**src/rtl/hbus_pkg.sv**
```systemverilog
package hbus_pkg;
  // Strobes issued by the control half to the datapath half.
  typedef struct packed {
    logic load;       // capture a word into the output register
    logic zeroFill;   // captured value must be all zeros (empty FIFO)
    logic upperHalf;  // narrow bus: present the upper half
    logic pop;        // remove the oldest FIFO entry
  } dpCtrl_t;
endpackage

```
**src/rtl/hbus_sync.sv**
```systemverilog
module hbus_sync #(
  parameter int WIDTH = 3,
  parameter logic [WIDTH-1:0] RST_VAL = '0
) (
  input  logic             clk,
  input  logic             rstN,
  input  logic [WIDTH-1:0] asyncIn,
  output logic [WIDTH-1:0] syncOut
);
  for (genvar i = 0; i < WIDTH; i++) begin : g_bit
    logic meta;
    logic stable;
    always_ff @(posedge clk) begin
      if (!rstN) begin
        meta   <= RST_VAL[i];
        stable <= RST_VAL[i];
      end else begin
        meta   <= asyncIn[i];
        stable <= meta;
      end
    end
    assign syncOut[i] = stable;
  end
endmodule

```
**src/rtl/hbus_fifo.sv**
```systemverilog
module hbus_fifo #(
  parameter int DATA_W = 32,
  parameter int DEPTH  = 8
) (
  input  logic              clk,
  input  logic              rstN,
  input  logic              pushValid,
  input  logic [DATA_W-1:0] pushData,
  input  logic              popReq,
  output logic [DATA_W-1:0] head,
  output logic              full,
  output logic              empty
);
  localparam int PTR_W = (DEPTH > 1) ? $clog2(DEPTH) : 1;
  localparam int CNT_W = $clog2(DEPTH + 1);
  localparam logic [PTR_W-1:0] LAST_PTR = PTR_W'(DEPTH - 1);

  logic [DATA_W-1:0] mem [DEPTH];
  logic [PTR_W-1:0]  wrPtr, rdPtr;
  logic [CNT_W-1:0]  count;
  logic              doPush, doPop;

  assign full   = (count == CNT_W'(DEPTH));
  assign empty  = (count == '0);
  assign doPush = pushValid && !full;
  assign doPop  = popReq && !empty;
  assign head   = mem[rdPtr];

  always_ff @(posedge clk) begin
    if (doPush) mem[wrPtr] <= pushData;
  end

  always_ff @(posedge clk) begin
    if (!rstN) begin
      wrPtr <= '0;
      rdPtr <= '0;
      count <= '0;
    end else begin
      if (doPush) wrPtr <= (wrPtr == LAST_PTR) ? '0 : wrPtr + 1'b1;
      if (doPop)  rdPtr <= (rdPtr == LAST_PTR) ? '0 : rdPtr + 1'b1;
      case ({doPush, doPop})
        2'b10:   count <= count + 1'b1;
        2'b01:   count <= count - 1'b1;
        default: count <= count;
      endcase
    end
  end

  assert_no_overflow_R9: assert property (@(posedge clk) disable iff (!rstN)
    (full && pushValid && !popReq) |=> full);
endmodule

```
**src/rtl/hbus_datapath.sv**
```systemverilog
module hbus_datapath
  import hbus_pkg::*;
#(
  parameter int DATA_W = 32,
  parameter int DEPTH  = 8
) (
  input  logic              clk,
  input  logic              rstN,
  input  logic              pushValid,
  input  logic [DATA_W-1:0] pushData,
  input  logic              busWide,
  input  dpCtrl_t           strobes,
  output logic              fifoFull,
  output logic              fifoEmpty,
  output logic [DATA_W-1:0] dataOut
);
  localparam int HALF_W = DATA_W / 2;

  logic [DATA_W-1:0] headWord;
  logic [DATA_W-1:0] nextWord;
  logic [DATA_W-1:0] dataQ;

  hbus_fifo #(.DATA_W(DATA_W), .DEPTH(DEPTH)) u_fifo (
    .clk      (clk),
    .rstN     (rstN),
    .pushValid(pushValid),
    .pushData (pushData),
    .popReq   (strobes.pop),
    .head     (headWord),
    .full     (fifoFull),
    .empty    (fifoEmpty)
  );

  always_comb begin
    if (strobes.zeroFill)
      nextWord = '0;
    else if (busWide)
      nextWord = headWord;
    else if (strobes.upperHalf)
      nextWord = {{HALF_W{1'b0}}, headWord[DATA_W-1:HALF_W]};
    else
      nextWord = {{HALF_W{1'b0}}, headWord[HALF_W-1:0]};
  end

  always_ff @(posedge clk) begin
    if (!rstN)             dataQ <= '0;
    else if (strobes.load) dataQ <= nextWord;
  end

  assign dataOut = dataQ;

  assert_narrow_upper_R6: assert property (@(posedge clk) disable iff (!rstN)
    (strobes.load && !busWide) |=> (dataOut[DATA_W-1:HALF_W] == '0));
  assert_no_pop_empty_R7: assert property (@(posedge clk) disable iff (!rstN)
    strobes.pop |-> !fifoEmpty);
endmodule

```
**src/rtl/hbus_ctrl.sv**
```systemverilog
module hbus_ctrl
  import hbus_pkg::*;
#(
  parameter int ADDR_W = 7,
  parameter logic [ADDR_W-2:0] FIFO_REG = '0
) (
  input  logic              clk,
  input  logic              rstN,
  input  logic              csSync,
  input  logic              rdSync,
  input  logic              selSync,
  input  logic [ADDR_W-1:0] busAddr,
  input  logic              busWide,
  input  logic              fifoEmpty,
  output dpCtrl_t           strobes,
  output logic              busOe,
  output logic              underrun
);
  logic active, activeQ, startEv, endEv, hit;
  logic cycQ, emptyQ, upperQ, wideQ, underQ;

  assign active  = !csSync && !rdSync;
  assign startEv = active && !activeQ;
  assign endEv   = !active && activeQ;
  // FIFO-select drops the register decode of A[7:2]; A[1] keeps its half role.
  assign hit     = selSync || (busAddr[ADDR_W-1:1] == FIFO_REG);

  always_ff @(posedge clk) begin
    if (!rstN) begin
      activeQ <= 1'b0;
      cycQ    <= 1'b0;
      emptyQ  <= 1'b0;
      upperQ  <= 1'b0;
      wideQ   <= 1'b1;
      underQ  <= 1'b0;
    end else begin
      activeQ <= active;
      if (startEv) begin
        cycQ   <= hit;
        emptyQ <= fifoEmpty;
        upperQ <= busAddr[0];
        wideQ  <= busWide;
        if (hit && fifoEmpty) underQ <= 1'b1;
      end else if (endEv) begin
        cycQ <= 1'b0;
      end
    end
  end

  always_comb begin
    strobes.load      = startEv && hit;
    strobes.zeroFill  = fifoEmpty;
    strobes.upperHalf = busAddr[0];
    strobes.pop       = endEv && cycQ && !emptyQ && (wideQ || upperQ);
  end

  assign busOe    = cycQ;
  assign underrun = underQ;

  assert_single_pop_R3: assert property (@(posedge clk) disable iff (!rstN)
    strobes.pop |=> !strobes.pop);
  assert_oe_framed_R8: assert property (@(posedge clk) disable iff (!rstN)
    busOe |-> $past(!csSync && !rdSync));
  assert_oe_drop_R2: assert property (@(posedge clk) disable iff (!rstN)
    (busOe && (csSync || rdSync)) |=> !busOe);
  assert_underrun_sticky_R7: assert property (@(posedge clk) disable iff (!rstN)
    underrun |=> underrun);
endmodule

```
**src/rtl/hbus_fifo_rd_port.sv**
```systemverilog
module hbus_fifo_rd_port
  import hbus_pkg::*;
#(
  parameter int DATA_W = 32,
  parameter int DEPTH  = 8,
  parameter int ADDR_W = 7,
  parameter logic [ADDR_W-2:0] FIFO_REG = 6'h08
) (
  input  logic              clk,
  input  logic              rstN,
  input  logic              pushValid,
  input  logic [DATA_W-1:0] pushData,
  output logic              fifoFull,
  input  logic              csN,
  input  logic              rdN,
  input  logic              fifoSel,
  input  logic [ADDR_W-1:0] busAddr,
  input  logic              busWide,
  output logic [DATA_W-1:0] dataOut,
  output logic              dataOeLo,
  output logic              dataOeHi,
  output logic              underrun
);
  logic [2:0] syncBits;
  logic       fifoEmpty, busOe;
  dpCtrl_t    strobes;

  hbus_sync #(.WIDTH(3), .RST_VAL(3'b011)) u_sync (
    .clk    (clk),
    .rstN   (rstN),
    .asyncIn({fifoSel, rdN, csN}),
    .syncOut(syncBits)
  );

  hbus_ctrl #(.ADDR_W(ADDR_W), .FIFO_REG(FIFO_REG)) u_ctrl (
    .clk      (clk),
    .rstN     (rstN),
    .csSync   (syncBits[0]),
    .rdSync   (syncBits[1]),
    .selSync  (syncBits[2]),
    .busAddr  (busAddr),
    .busWide  (busWide),
    .fifoEmpty(fifoEmpty),
    .strobes  (strobes),
    .busOe    (busOe),
    .underrun (underrun)
  );

  hbus_datapath #(.DATA_W(DATA_W), .DEPTH(DEPTH)) u_dp (
    .clk      (clk),
    .rstN     (rstN),
    .pushValid(pushValid),
    .pushData (pushData),
    .busWide  (busWide),
    .strobes  (strobes),
    .fifoFull (fifoFull),
    .fifoEmpty(fifoEmpty),
    .dataOut  (dataOut)
  );

  assign dataOeLo = busOe;
  assign dataOeHi = busOe && busWide;
endmodule

```
**config.mk**
```make
export PLATFORM = sky130hd
export DESIGN_NAME = hbus_fifo_rd_port
export DESIGN_NICKNAME = d
export VERILOG_FILES = /design/src/rtl/hbus_pkg.sv /design/src/rtl/hbus_sync.sv /design/src/rtl/hbus_fifo.sv /design/src/rtl/hbus_datapath.sv /design/src/rtl/hbus_ctrl.sv /design/src/rtl/hbus_fifo_rd_port.sv
export SDC_FILE = /design/constraint.sdc
export NUM_CORES = 1
export LEC_CHECK = 0
export ABC_AREA = 1
export BUFFER_PORTS_ARGS = -buffer_cell sky130_fd_sc_hd__buf_2
export CORE_ASPECT_RATIO = 0.9
export CORE_UTILIZATION = 50
export DETAILED_ROUTE_END_ITERATION = 7
export PLACE_DENSITY = 0.68
export SETUP_SLACK_MARGIN = 0.1
export SLEW_MARGIN = 10
export SYNTH_ARGS = -nofsm -noshare
export SYNTH_HDL_FRONTEND = slang
export SYNTH_SLANG_ARGS = --single-unit
```
**constraint.sdc**
```tcl
create_clock -name clk -period 3.4 [get_ports clk]
set_input_delay 0.51 -clock clk [delete_from_list [all_inputs] [get_ports clk]]
set_output_delay 0.51 -clock clk [all_outputs]
set_load 0.01 [all_outputs]
```
# --- Word level (Yosys, flattened, before mapping) ---
# Memory sizes are Yosys's and may differ from the RTL's. A register that Yosys moved wholly into a read port is not among the register bits.
# Cells that the tools add are included.
word_totals:
  ff_bits: 54
  ram_bits: 256
  in_bits: 46
  out_inout_bits: 36
  memories: 1
classes:
  add_sub_neg: 4
  eq_ne: 6
  n_mux: 12
  reduce_logical: 24
memory_table:
  columns: ["memory", "words", "width", "read_ports", "rd_ports_with_merged_regs", "wr", "line_no", "source"]
  rows:
  - ["u_dp.u_fifo.mem", 8, 32, 1, 1, 1, "hbus_fifo.sv:18", "logic [DATA_W-1:0] mem [DEPTH];"]
op_table:
  columns: ["cell", "count"]
  rows:
  - ["32-bit two-way mux", 2]
  - ["16-bit two-way mux", 1]
  - ["3-bit two-way mux", 4]
  - ["1-bit logical AND", 11]
  - ["4-bit one-hot mux with 2 select lines", 1]
  - ["1-bit zero test", 7]
  - ["3-bit by 1-bit adder with 3-bit output (second input constant)", 2]
  - ["3-bit == test (second input constant)", 2]
  - ["6-bit by 4-bit == test with 1-bit output (second input constant)", 1]
  - ["4-bit by 1-bit adder with 4-bit output (second input constant)", 1]
  - ["4-bit == test (second input constant)", 1]
  - ["4-bit zero test", 1]
  - ["1-bit two-way mux", 4]
  - ["2-bit nonzero test", 2]
  - ["4-bit by 1-bit subtractor with 4-bit output (second input constant)", 1]
  - ["2-bit by 1-bit == test with 1-bit output (second input constant)", 1]
  - ["2-bit == test (second input constant)", 1]
  - ["1-bit logical OR", 2]
  - ["2-bit AND reduction", 1]

# --- Logic depth before layout (Yosys ltp) ---
logic_depth:
  word_depth: 10
  depth_mapped: 15

# --- Cells and area by module ---
# Synthesis repeated with hierarchy kept, for this count alone.
unflattened:
  cells_unflattened: 1090
  area_unflattened_um2: 12614.6
by_module_without_submodules:
  columns: ["mod", "instances", "cells_each", "area_each_um2", "seq_area_each_um2"]
  rows:
  - ["hbus_fifo", 1, 812, 10640.2, 7947.6]
  - ["hbus_datapath", 1, 212, 1457.6, 640.6]
  - ["hbus_ctrl", 1, 43, 321.6, 120.1]
  - ["hbus_sync", 1, 21, 187.7, 120.1]
  - ["hbus_fifo_rd_port", 1, 2, 7.5, 0.0]

# --- Least setup slack after synthesis ---
# No wires, ideal clock.
synth_timing:
  path_type: "flip-flop to flip-flop"
  startpoint: "register u_dp.u_fifo.count[0]"
  endpoint: "memory u_dp.u_fifo.mem[1][0], enable pin"
  setup_time_ps: 421
  t_arrival_ps: 2244
  required_ps: 2979
  slack_ps: 735
  path_stages_with_launch: 7
  n_path_buf: 0
  synth_period_minus_slack_ps: 2665
  path_cell_list: "dfxtp_1 nor2_1 nand3_1 nand2_1 nor2_1 inv_1 nor2_1"
synth_via:
  elab_chain_cells: 5
synth_lines:
  columns: ["item", "line_no", "source"]
  rows:
  - ["from (decl)", "hbus_fifo.sv:20", "logic [CNT_W-1:0] count;"]
  - ["from (signal assigned)", "hbus_fifo.sv:42", "2'b10: count <= count + 1'b1;"]
  - ["from (signal assigned)", "hbus_fifo.sv:43", "2'b01: count <= count - 1'b1;"]
  - ["from (signal assigned)", "hbus_fifo.sv:44", "default: count <= count;"]
  - ["4-bit == test", "hbus_fifo.sv:23", "assign full = (count == CNT_W'(DEPTH));"]
  - ["1-bit zero test", "hbus_fifo.sv:25", "assign doPush = pushValid && !full;"]
  - ["1-bit logical AND", "hbus_fifo.sv:25", null]
  - ["1-bit two-way mux", "hbus_fifo.sv:30", "if (doPush) mem[wrPtr] <= pushData;"]
  - ["1-bit two-way mux (not written as such)", "hbus_fifo.sv:30", null]
  - ["to (decl)", "hbus_fifo.sv:18", null]
# No other way between the ends.

# --- Worst setup path in the final report ---
layout_timing:
  startpoint: "register u_dp.u_fifo.count[0]"
  endpoint: "memory u_dp.u_fifo.mem[2][11], enable pin"
# The elaborated chain is that of the path after synthesis.

==> impl_results.md <==
* Outcome: finished, final reports clean
* Sequential element share of the synthesized area at 68.9%
* Die height at 154 um
* #FFs+latches synth at 313
* Iteration-0 DRC count of the detailed router at 908
* Place WS at 1020 ps
* Count leader, synth: nand2_1
* Relative slew slack at 27.1%
* NumNets Final at 1,348
* Syn Area/Cell at 10.5 um^2
* Worst R2R End: u_dp.u_fifo.mem[2][11]
* Post-DP HPWL at 18,100 um
* Syn Std Cell Area at 12,800 um^2
* Drt wl/cell at 18.0 um
* Top cell type's share of synthesized area at 60.0%
* Leak at 5.99 nW
* CTS Root Cell: clkbuf_16
* Antenna Cells at 0
* Slew @ Worst Pin at 1090 ps
* FFs w/ async S/R, synth at 0%
* Drc violations at 0
* Core area at 25,200 um^2
* Drt pass-1 iters at 5
* Endpoints failing hold at 0
* Main combinational cell family by area after synthesis: simple AND/OR/NAND/NOR gates
* Cts bufs inserted at 31
* Top Ports at 82
* Hold buffers post-CTS at 0
* Setup TNS at 0 ps
* Prevailing post-synth register cell: edfxtp_1
* Reg2Reg Depth at 5
* Die area at 26,300 um^2
* Commonest cells in the synthesized netlist: nand2_1 (326), edfxtp_1 (256), nand3_1 (231)
* Post-Synthesis Cells at 1,216
* WP data required at 3650 ps
* Final WS setup at 1030 ps
* Ys Warns at 0
* Die W at 171 um
* Number of flops mapped to enable cells by yosys at 256
* Area Growth Syn to Fin at 13.8%
* CP startpoint: u_dp.u_fifo.count[0]
* Final Wtd Congestion at 0.796
* Final ANT Viol Nets at 0
* First-pass GRT wire length at 46,500 um
* Post-cts resize count at 0
* P per Cell Area at 543 nW/um^2
* Setup CP Type: register to register
* Area contributors post-synth: edfxtp_1 (60%), nand2_1 (9.5%), nand3_1 (9.0%)
* Vias at 8,669
* Clock skew at 8.92 ps
* Synth Area in Adders at 0.879%
* Reg2Reg Setup Slack at 1030 ps
* Netlist cell types at 29
* Largest net degree at the start of global routing at 129
* Post-CTS Repair Setup Buffers at 0
* Starting Density at 50.9%
* Worst setup EP type: register
* Clock sinks at 313
* Design Power at 0.00791 W
* Share of post-route cells with drive strength above 1 at 12.9%
* Synthesized net count at 1,271
* Crit path to: u_dp.u_fifo.mem[2][11]
* Compound-gate portion of the synthesized area at 2.04%
* RR Startpoint: u_dp.u_fifo.count[0]
* RSZ-0062 raised after global routing: no
* Clock latency on the worst-skew pair at 550 ps
* Total Routing Usage GR at 23.4%
* Via density at 5.23
* Vias in the first global route at 8,339
* Area leader, netlist: edfxtp_1
* Tcrit/Tclk final at 69.8%
* # setup viols final at 0
* Final max-slew violation count at 0
* Peak VDD IR at 0.436 mV
* CTS H-tree lvls at 1
* FMAX at 0.422 GHz
* Fin crit period at 2370 ps
* Critical path startpoint category: register
* Port bufs at 81
* Max Cap Viol at 0
* Initial antenna violation count at 1
* Worst Path Max Fanout at 24
* Post-Synth Simple-Gate Area at 20.9%
* CTS tree: done
* Hold Crit Class: input port to register
* Multiplexer share of the synthesized area at 0%
* Critical path arrival at 2620 ps
* Total gr overflow at 0
* Clock-pin slew on the worst setup and hold paths at 60 ps
* Cell row count at 55
* Routed WL at 29,800 um
* Synth Area in XOR/XNOR at 0.273%
* Clk buf depth at 3
-- report_power, final --
group          total (W)  switching (W)  internal, W
logic           0.000307       0.000223    0.0000836
clock network    0.00333        0.00138      0.00195
registers        0.00427      0.0000263      0.00425
total            0.00791        0.00163      0.00628
-- state kept, by name, summed over array words and instances, names as in the netlist, named ones only --
name                 cells
u_ctrl.activeQ           1
u_ctrl.busOe             1
u_ctrl.emptyQ            1
u_ctrl.underrun          1
u_ctrl.upperQ            1
u_ctrl.wideQ             1
u_dp.dataOut            32
u_dp.u_fifo.count        4
u_dp.u_fifo.mem        256
u_dp.u_fifo.rdPtr        3
u_dp.u_fifo.wrPtr        3
u_sync.g_bit.meta        3
u_sync.g_bit.stable      3
-- worst max-delay path, stage by stage, from the launching register on --
cell,delay (ps)
dfxtp_1,420
nor2_1,100
nand3_1,120
nand3_1,330
nor2_4,760
buf_4,320
-- stage by stage --
| step | cells | utilization, % | cell area, um^2 | hold WS, ps |
|---|---|---|---|---|
| after CTS | 1657 | 57.9 | 14600 | 128 |
| final | 1657 | 57.9 | 14600 | 148 |
| after global placement | 1602 | 54.0 | 13600 | 399 |
| after global routing | 1657 | 57.9 | 14600 | 136 |
| after detailed placement | 1602 | 54.0 | 13600 | 403 |
| after floorplan | 1216 | - | 12800 | 390 |
-- metal layers --
metal	up-vias	wire [um]	global-route usage, %
met4	0	851	7.42
met3	62	2050	3.47
met2	328	14200	38.1
met1	4089	12700	32.4
li1	4190	-	-
met5	-	0	0
-- cell families after synthesis --
kind of cell    Yosys count
compound gates           51
fa+ha+maj                 9
simple gates            624
flops                   313
buf+inv                 215
xor+xnor                  4
-- worst min path at each step --
stage | cells past startpoint | from | endpoint | slack, ps
3_5_place_dp | 1 | u_sync.g_bit[1].meta | u_sync.g_bit[1].stable | 400
3_3_place_gp | 2 | u_sync.g_bit[2].meta | u_sync.g_bit[2].stable | 400
5_1_grt | 3 | fifoSel | u_sync.g_bit[2].meta | 140
2_1_floorplan | 2 | u_sync.g_bit[2].meta | u_sync.g_bit[2].stable | 390
4_1_cts | 3 | fifoSel | u_sync.g_bit[2].meta | 130
6_report | 3 | fifoSel | u_sync.g_bit[2].meta | 150
-- cell type report --
class,count,area (um^2)
inverter,154,579
timing repair buffer,105,611
fill,2138,10600
tap,342,428
clock buffer,34,787
clock inverter,21,199
multi-input combinational,688,3150
sequential,313,8830
-- cell usage in the layout (no fill, tap or decap), types with 22 or more instances in the layout --
| cell | synthesis | layout |
|---|---|---|
| a21oi_1 | 41 | 41 |
| buf_2 | 28 | 81 |
| buf_4 | 13 | 22 |
| clkbuf_16 | 0 | 31 |
| dfxtp_1 | 57 | 55 |
| edfxtp_1 | 256 | 256 |
| inv_1 | 151 | 151 |
| nand2_1 | 326 | 326 |
| nand3_1 | 231 | 231 |
| nor2_1 | 54 | 46 |
(Power assumes the default switching activity.)
